[src/rtl/tap_instr_pkg.sv]
package tap_instr_pkg;

  localparam int OPC_W = 3;

  localparam logic [OPC_W-1:0] OPC_EXTEST = 3'b000;
  localparam logic [OPC_W-1:0] OPC_IDCODE = 3'b001;
  localparam logic [OPC_W-1:0] OPC_SAMPLE = 3'b010;
  localparam logic [OPC_W-1:0] OPC_CLAMP  = 3'b011;
  localparam logic [OPC_W-1:0] OPC_HIGHZ  = 3'b100;
  localparam logic [OPC_W-1:0] OPC_BYPASS = 3'b111;

  // value loaded into the shift stage on Capture-IR
  localparam logic [OPC_W-1:0] IR_CAPTURE = 3'b001;

  typedef enum logic [1:0] {
    DR_BYPASS = 2'd0,
    DR_BSCAN  = 2'd1,
    DR_IDENT  = 2'd2
  } dr_sel_e;

  typedef struct packed {
    dr_sel_e dr;
    logic    from_bsr;
    logic    hold;
    logic    hiz;
  } instr_ctl_t;

  localparam instr_ctl_t CTL_IDENT = '{dr: DR_IDENT, from_bsr: 1'b0, hold: 1'b0, hiz: 1'b0};

endpackage

[src/rtl/instr_decode.sv]
module instr_decode
  import tap_instr_pkg::*;
#(
  parameter int W = OPC_W
) (
  input  logic [W-1:0] opc,
  output instr_ctl_t   ctl
);

  always_comb begin
    ctl = '{dr: DR_BYPASS, from_bsr: 1'b0, hold: 1'b0, hiz: 1'b0};
    unique case (opc)
      OPC_EXTEST: begin
        ctl.dr       = DR_BSCAN;
        ctl.from_bsr = 1'b1;
      end
      OPC_IDCODE: ctl.dr = DR_IDENT;
      OPC_SAMPLE: ctl.dr = DR_BSCAN;
      OPC_CLAMP: begin
        ctl.from_bsr = 1'b1;
        ctl.hold     = 1'b1;
      end
      OPC_HIGHZ:  ctl.hiz = 1'b1;
      default:    ctl.dr = DR_BYPASS; // 111 and the unused 101/110
    endcase
  end

endmodule

[src/rtl/instr_stage.sv]
module instr_stage
  import tap_instr_pkg::*;
#(
  parameter int              W       = OPC_W,
  parameter logic [W-1:0]    CAP_VAL = IR_CAPTURE,
  parameter logic [W-1:0]    RST_OPC = OPC_IDCODE
) (
  input  logic         tck,
  input  logic         rst,
  input  logic         st_tlr,
  input  logic         st_cap_ir,
  input  logic         st_shift_ir,
  input  logic         st_upd_ir,
  input  logic         tdi,
  output logic         sr_lsb,
  output logic [W-1:0] opc_next,
  output logic [W-1:0] opc_q
);

  logic [W-1:0] sr;

  // shift stage, rising edge
  always_ff @(posedge tck) begin
    if (rst)              sr <= CAP_VAL;
    else if (st_cap_ir)   sr <= CAP_VAL;
    else if (st_shift_ir) sr <= {tdi, sr[W-1:1]};
  end

  always_comb begin
    opc_next = opc_q;
    if (rst || st_tlr)  opc_next = RST_OPC;
    else if (st_upd_ir) opc_next = sr;
  end

  // parallel stage, falling edge
  always_ff @(negedge tck) opc_q <= opc_next;

  assign sr_lsb = sr[0];


  cap_pattern_chk: assert property (@(posedge tck) disable iff (rst)
    st_cap_ir |=> sr == CAP_VAL);

  shift_move_chk: assert property (@(posedge tck) disable iff (rst)
    (st_shift_ir && !st_cap_ir) |=> sr == {$past(tdi), $past(sr[W-1:1])});

  tlr_force_chk: assert property (@(negedge tck) disable iff (rst)
    st_tlr |=> opc_q == RST_OPC);

  update_take_chk: assert property (@(negedge tck) disable iff (rst)
    (st_upd_ir && !st_tlr) |=> opc_q == $past(sr));

  par_hold_chk: assert property (@(negedge tck) disable iff (rst)
    (!st_upd_ir && !st_tlr) |=> $stable(opc_q));

endmodule

[src/rtl/data_regs.sv]
module data_regs
  import tap_instr_pkg::*;
#(
  parameter int               ID_W   = 32,
  parameter logic [ID_W-1:0]  ID_VAL = {{(ID_W-1){1'b0}}, 1'b1}
) (
  input  logic    tck,
  input  logic    rst,
  input  logic    st_cap_dr,
  input  logic    st_shift_dr,
  input  dr_sel_e sel,
  input  logic    tdi,
  output logic    byp_q,
  output logic    id_lsb
);

  logic [ID_W-1:0] id_sr;

  always_ff @(posedge tck) begin
    if (rst) byp_q <= 1'b0;
    else if (sel == DR_BYPASS) begin
      if (st_cap_dr)        byp_q <= 1'b0;
      else if (st_shift_dr) byp_q <= tdi;
    end
  end

  always_ff @(posedge tck) begin
    if (rst) id_sr <= ID_VAL;
    else if (sel == DR_IDENT) begin
      if (st_cap_dr)        id_sr <= ID_VAL;
      else if (st_shift_dr) id_sr <= {tdi, id_sr[ID_W-1:1]};
    end
  end

  assign id_lsb = id_sr[0];


  byp_capture_chk: assert property (@(posedge tck) disable iff (rst)
    (st_cap_dr && sel == DR_BYPASS) |=> !byp_q);

  id_capture_chk: assert property (@(posedge tck) disable iff (rst)
    (st_cap_dr && sel == DR_IDENT) |=> id_sr[0]);

  byp_follow_chk: assert property (@(posedge tck) disable iff (rst)
    (st_shift_dr && !st_cap_dr && sel == DR_BYPASS) |=> byp_q == $past(tdi));

endmodule

[src/rtl/tdo_stage.sv]
module tdo_stage (
  input  logic tck,
  input  logic rst,
  input  logic st_shift_ir,
  input  logic st_shift_dr,
  input  logic ir_bit,
  input  logic dr_bit,
  output logic tdo,
  output logic tdo_oe
);

  always_ff @(negedge tck) begin
    if (rst) begin
      tdo    <= 1'b0;
      tdo_oe <= 1'b0;
    end else begin
      tdo_oe <= st_shift_ir | st_shift_dr;
      tdo    <= st_shift_ir ? ir_bit : (st_shift_dr ? dr_bit : 1'b0);
    end
  end


  tdo_quiet_chk: assert property (@(negedge tck) disable iff (rst)
    !(st_shift_ir || st_shift_dr) |=> !tdo_oe);

  tdo_ir_chk: assert property (@(negedge tck) disable iff (rst)
    st_shift_ir |=> tdo_oe && tdo == $past(ir_bit));

endmodule

[src/rtl/tap_instr_unit.sv]
module tap_instr_unit
  import tap_instr_pkg::*;
#(
  parameter int                MAKER_W = 11,
  parameter int                PART_W  = 16,
  parameter int                VER_W   = 4,
  parameter logic [MAKER_W-1:0] MAKER  = 11'h0A5,
  parameter logic [PART_W-1:0]  PART   = 16'h3C7E,
  parameter logic [VER_W-1:0]   VER    = 4'h2
) (
  input  logic tck,
  input  logic rst,
  input  logic st_tlr,
  input  logic st_cap_ir,
  input  logic st_shift_ir,
  input  logic st_upd_ir,
  input  logic st_cap_dr,
  input  logic st_shift_dr,
  input  logic tdi,
  input  logic bsr_so,
  output logic bsr_sel,
  output logic pin_from_bsr,
  output logic pin_hold,
  output logic pin_hiz,
  output logic tdo,
  output logic tdo_oe
);

  localparam int              ID_W   = 1 + MAKER_W + PART_W + VER_W;
  localparam logic [ID_W-1:0] ID_VAL = {VER, PART, MAKER, 1'b1};

  logic [OPC_W-1:0] opc_next, opc_q;
  logic             ir_bit, byp_q, id_lsb, dr_bit;
  instr_ctl_t       ctl_next, ctl_q;

  instr_stage #(.W(OPC_W), .CAP_VAL(IR_CAPTURE), .RST_OPC(OPC_IDCODE)) u_ir (
    .tck(tck), .rst(rst), .st_tlr(st_tlr), .st_cap_ir(st_cap_ir),
    .st_shift_ir(st_shift_ir), .st_upd_ir(st_upd_ir), .tdi(tdi),
    .sr_lsb(ir_bit), .opc_next(opc_next), .opc_q(opc_q)
  );

  instr_decode #(.W(OPC_W)) u_dec (.opc(opc_next), .ctl(ctl_next));

  // decoded controls registered alongside the parallel stage
  always_ff @(negedge tck) begin
    if (rst) ctl_q <= CTL_IDENT;
    else     ctl_q <= ctl_next;
  end

  data_regs #(.ID_W(ID_W), .ID_VAL(ID_VAL)) u_dr (
    .tck(tck), .rst(rst), .st_cap_dr(st_cap_dr), .st_shift_dr(st_shift_dr),
    .sel(ctl_q.dr), .tdi(tdi), .byp_q(byp_q), .id_lsb(id_lsb)
  );

  always_comb begin
    unique case (ctl_q.dr)
      DR_BSCAN: dr_bit = bsr_so;
      DR_IDENT: dr_bit = id_lsb;
      default:  dr_bit = byp_q;
    endcase
  end

  tdo_stage u_tdo (
    .tck(tck), .rst(rst), .st_shift_ir(st_shift_ir), .st_shift_dr(st_shift_dr),
    .ir_bit(ir_bit), .dr_bit(dr_bit), .tdo(tdo), .tdo_oe(tdo_oe)
  );

  assign bsr_sel      = (ctl_q.dr == DR_BSCAN);
  assign pin_from_bsr = ctl_q.from_bsr;
  assign pin_hold     = ctl_q.hold;
  assign pin_hiz      = ctl_q.hiz;


  hiz_excl_chk: assert property (@(negedge tck) disable iff (rst)
    pin_hiz |-> !pin_from_bsr && !bsr_sel);

  clamp_byp_chk: assert property (@(negedge tck) disable iff (rst)
    pin_hold |-> pin_from_bsr && !bsr_sel);

  ctl_track_chk: assert property (@(negedge tck) disable iff (rst)
    (opc_q == OPC_IDCODE) |-> !bsr_sel && !pin_from_bsr && !pin_hiz);

endmodule

[config.mk]
export PLATFORM = sky130hd
export DESIGN_NAME = tap_instr_unit
export DESIGN_NICKNAME = d
export VERILOG_FILES = /design/src/rtl/tap_instr_pkg.sv /design/src/rtl/instr_decode.sv /design/src/rtl/instr_stage.sv /design/src/rtl/data_regs.sv /design/src/rtl/tdo_stage.sv /design/src/rtl/tap_instr_unit.sv
export SDC_FILE = /design/constraint.sdc
export NUM_CORES = 1
export LEC_CHECK = 0
export BUFFER_PORTS_ARGS = -buffer_cell sky130_fd_sc_hd__buf_2
export CORE_MARGIN = 5
export CORE_UTILIZATION = 57
export DETAILED_ROUTE_END_ITERATION = 10
export PLACE_DENSITY = 0.77
export SYNTH_ARGS = -nofsm -noshare
export SYNTH_HDL_FRONTEND = slang
export SYNTH_SLANG_ARGS = --single-unit
[constraint.sdc]
create_clock -name tck -period 1.5 [get_ports tck]
set_input_delay 0.075 -clock tck [delete_from_list [all_inputs] [get_ports tck]]
set_output_delay 0.075 -clock tck [all_outputs]
set_load 0.02 [all_outputs]
==> metrics.txt <==
clk_lat worst skew=0.42 ns; clock sinks=46; via count=1565; Synth Area in Adders=2.07%; post-synthesis instance area=0.00182 mm²; crit-path max FO=10; TritonCTS clock tree=done; # port buffers=15; number of global-route vias before repair=1536; vias per cell=5.51; CTS buffer count=5; routed len/inst=15.6 µm; Avg Cell Area, Syn=9.04 µm²; Max-Cap Viols=0; clock share of power=35.6%; GRT Util Overall=21.0%; Clock Tree Root=clkbuf_4; DR pass1 iterations=4; Post-route DRC=0; total wire length=4420 µm; Finished Core Util=79.1%; power density cells=1030 mW/mm²; fill count=207; yosys warns=0; total grt overflow=0; final setup fails=47; Syn Inst Count=201; largest net degree at the start of global routing=33; critical path endpoint category=flip-flop; area added between synthesis and finish=33.0%; setup ws final=-0.493 ns; Logic pwr share=12.4%; Post-Synth Simple-Gate Area=22.9%; sequential element share of the synthesized area=50.7%; Setup Skew=0.0627 ns; row cnt=20; failing checks=setup timing; complex-gate fraction of the synthesized area=15.2%; Worst-path clk slew=0.13 ns; ant diodes=0; Pint=1.85 mW; Syn Nets=214; Initial Utilization=59.5%; Peak VDD IR=0.000946 V; CP required=1.80 ns; DRT antenna net count=0; mux contribution to synthesized area=3.31%; Setup WS pre-CTS=-0.411 ns; design area=0.00242 mm²; crit path launch type=flip-flop; htree depth=2; first-pass GRT wire length=6980 µm; worst r2r src=ctl_q[3]$_SDFF_NP0_; Flop pwr share=52.1%; DP HPWL=2630 µm; clk buf depth=2; status=complete, but fails checks; initial antenna violation count=0; Ports=16; P_leak=0.988 nW; Detailed Route Iter0 Violations=80; CP arrival=2.30 ns; max_slew headroom=78.6%; chip height=66.5 µm; Sw Ratio=25.6%; Hold Crit Start=st_cap_dr; Yosys reg bits=46; Pins Over Slew Limit=0; DP Area=0.00205 mm²; die area=0.00442 mm²; Die Width=66.5 µm; critical path launch point=ctl_q[3]$_SDFF_NP0_; worst min-delay path class=in -> reg; Setup CP Type=reg -> reg; RSZ-0062 raised after global routing=true; Final Hold Vio Count=0; xor/xnor share of the synthesized area=0.964%; distinct cell type count after synthesis=23; GPL Wtd Cong=0.936; Core ar.=0.00305 mm²; share of cells above drive strength 1=35.4%; Slew @ Worst Pin=0.321 ns; total power=2.49 mW; final net count=252; sw power=637 µW; largest family of logic cells by synthesized area=simple AND/OR/NAND/NOR gates
-- cells in the final DEF (no fill, tap or decap), types with 2 or more instances in the layout --
cell and instances:
ha_4 2, a21oi_1 11, inv_2 2, clkbuf_4 5
inv_1 11, mux2i_1 5, dfxtp_2 12, clkbuf_16 2
nor3_1 12, a21oi_2 6, nor3b_1 2, nor2b_1 2
buf_12 4, nor3_2 9, dfxtp_1 34, buf_6 7
nand3b_1 15, xnor2_1 2, o21bai_1 16, buf_2 9
nand2_1 18, a32oi_1 3, nor2_1 19, nor2_2 4
nand2_2 2, buf_4 14, o21ai_0 2
-- synth_stat cells --
master,instances,area share [%]
xnor2_1,2,0.96
o21bai_1,16,6.6
a211o_1,1,0.48
nand3b_1,15,6.2
a32oi_1,3,1.4
buf_4,3,1.2
dfxtp_1,46,51
inv_1,4,0.83
nor2b_1,2,0.69
a22oi_1,1,0.41
ha_1,3,2.1
o21ai_2,1,0.48
nand2_1,20,4.1
clkbuf_1,7,1.4
nor3_1,19,5.2
o21a_2,1,0.48
buf_2,5,1.4
o21ai_0,2,0.55
nor3_2,2,1.1
nor2_1,23,4.8
nor3b_1,2,0.83
a21oi_1,17,4.7
mux2i_1,6,3.3
-- repair_timing --
item / 4_1_cts / 5_1_grt
hold endpoints to repair: 3 / 0
setup endpoints to repair: 45 / 48
hold buffers: 1 / 0
buffers inserted: 3 / 2
gates resized for setup: 34 / 10
gates cloned: 0 / 3
pin swaps: 6 / 6
-- through the flow --
stage / setup TNS [ns] / cells / hold slack [ns]
finish: -16.33 / 284 / 0.0814
global route: -19.27 / 284 / 0.0675
CTS: -15.21 / 279 / 0.0592
detailed placement: -12.84 / 258 / 0.271
global placement: -11.04 / 258 / 0.260
floorplan: -9.01 / 201 / 0.144
-- path summary, 6_finish.rpt --
check                                     end  slack (ns)  cells past startpoint
setup / recovery  u_dr.id_sr[27]$_SDFFE_PP0P_       -0.49                      6
setup reg to reg  u_dr.id_sr[27]$_SDFFE_PP0P_       -0.49                      6
hold reg to reg    u_dr.id_sr[9]$_SDFFE_PP0P_        0.46                      2
hold / removal    u_dr.id_sr[31]$_SDFFE_PP0P_        0.08                      4
-- critical path, stage by stage (launching register included) --
cell	delay, ns
dfxtp_2	0.31
inv_2	0.07
ha_4	0.15
o21a_4	0.20
buf_12	0.14
nand3b_1	0.11
a21oi_2	0.15
-- registers in the layout (all words and copies together) (netlist names) --
signal,flops
u_tdo.tdo_oe,1
u_tdo.tdo,1
u_dr.id_sr,32
pin_from_bsr,1
u_ir.opc_q,3
ctl_q,2
u_ir.sr,3
u_dr.byp_q,1
pin_hiz,1
pin_hold,1
-- power by group through the flow --
stage / sequential (mW) / combinational (mW) / clock, mW
floorplan: 1.31 / 0.163 / 0.0451
global placement: 1.31 / 0.232 / 0.0451
detailed placement: 1.31 / 0.244 / 0.0451
CTS: 1.29 / 0.264 / 0.895
global route: 1.30 / 0.331 / 1.01
finish: 1.29 / 0.307 / 0.884
-- cell type report --
type,instances,area (µm²),share of cell area [%]
Sequential cell,46,936,38.7
Timing Repair Buffer,37,369,15.3
Tap cell,44,55.1,2.28
Clock buffer,7,55.1,2.28
Inverter,3,11.3,0.466
Clock inverter,11,67.6,2.80
Multi-Input combinational cell,136,922,38.2
-- cells by family (layout without fill, tap and decap cells) --
logic type,Yosys count,count (layout)
adders and majority gates,3,3
and+or+nand+nor,83,83
xor gates and xnor gates,2,2
AOI/OAI and AO/OA,42,42
muxes,6,6
buffers and inverters,19,58
DFF,46,46
-- per-layer routing --
| metal | vias up | share of wire, % | GRT usage (%) |
|---|---|---|---|
| met5 | - | 0 | 0 |
| met4 | 0 | 4.0 | 9.14 |
| met3 | 19 | 4.2 | 6.91 |
| met2 | 40 | 52 | 37.7 |
| met1 | 738 | 40 | 22.1 |
| li1 | 768 | - | - |
No activity file was read; power rests on OpenSTA's default activity.
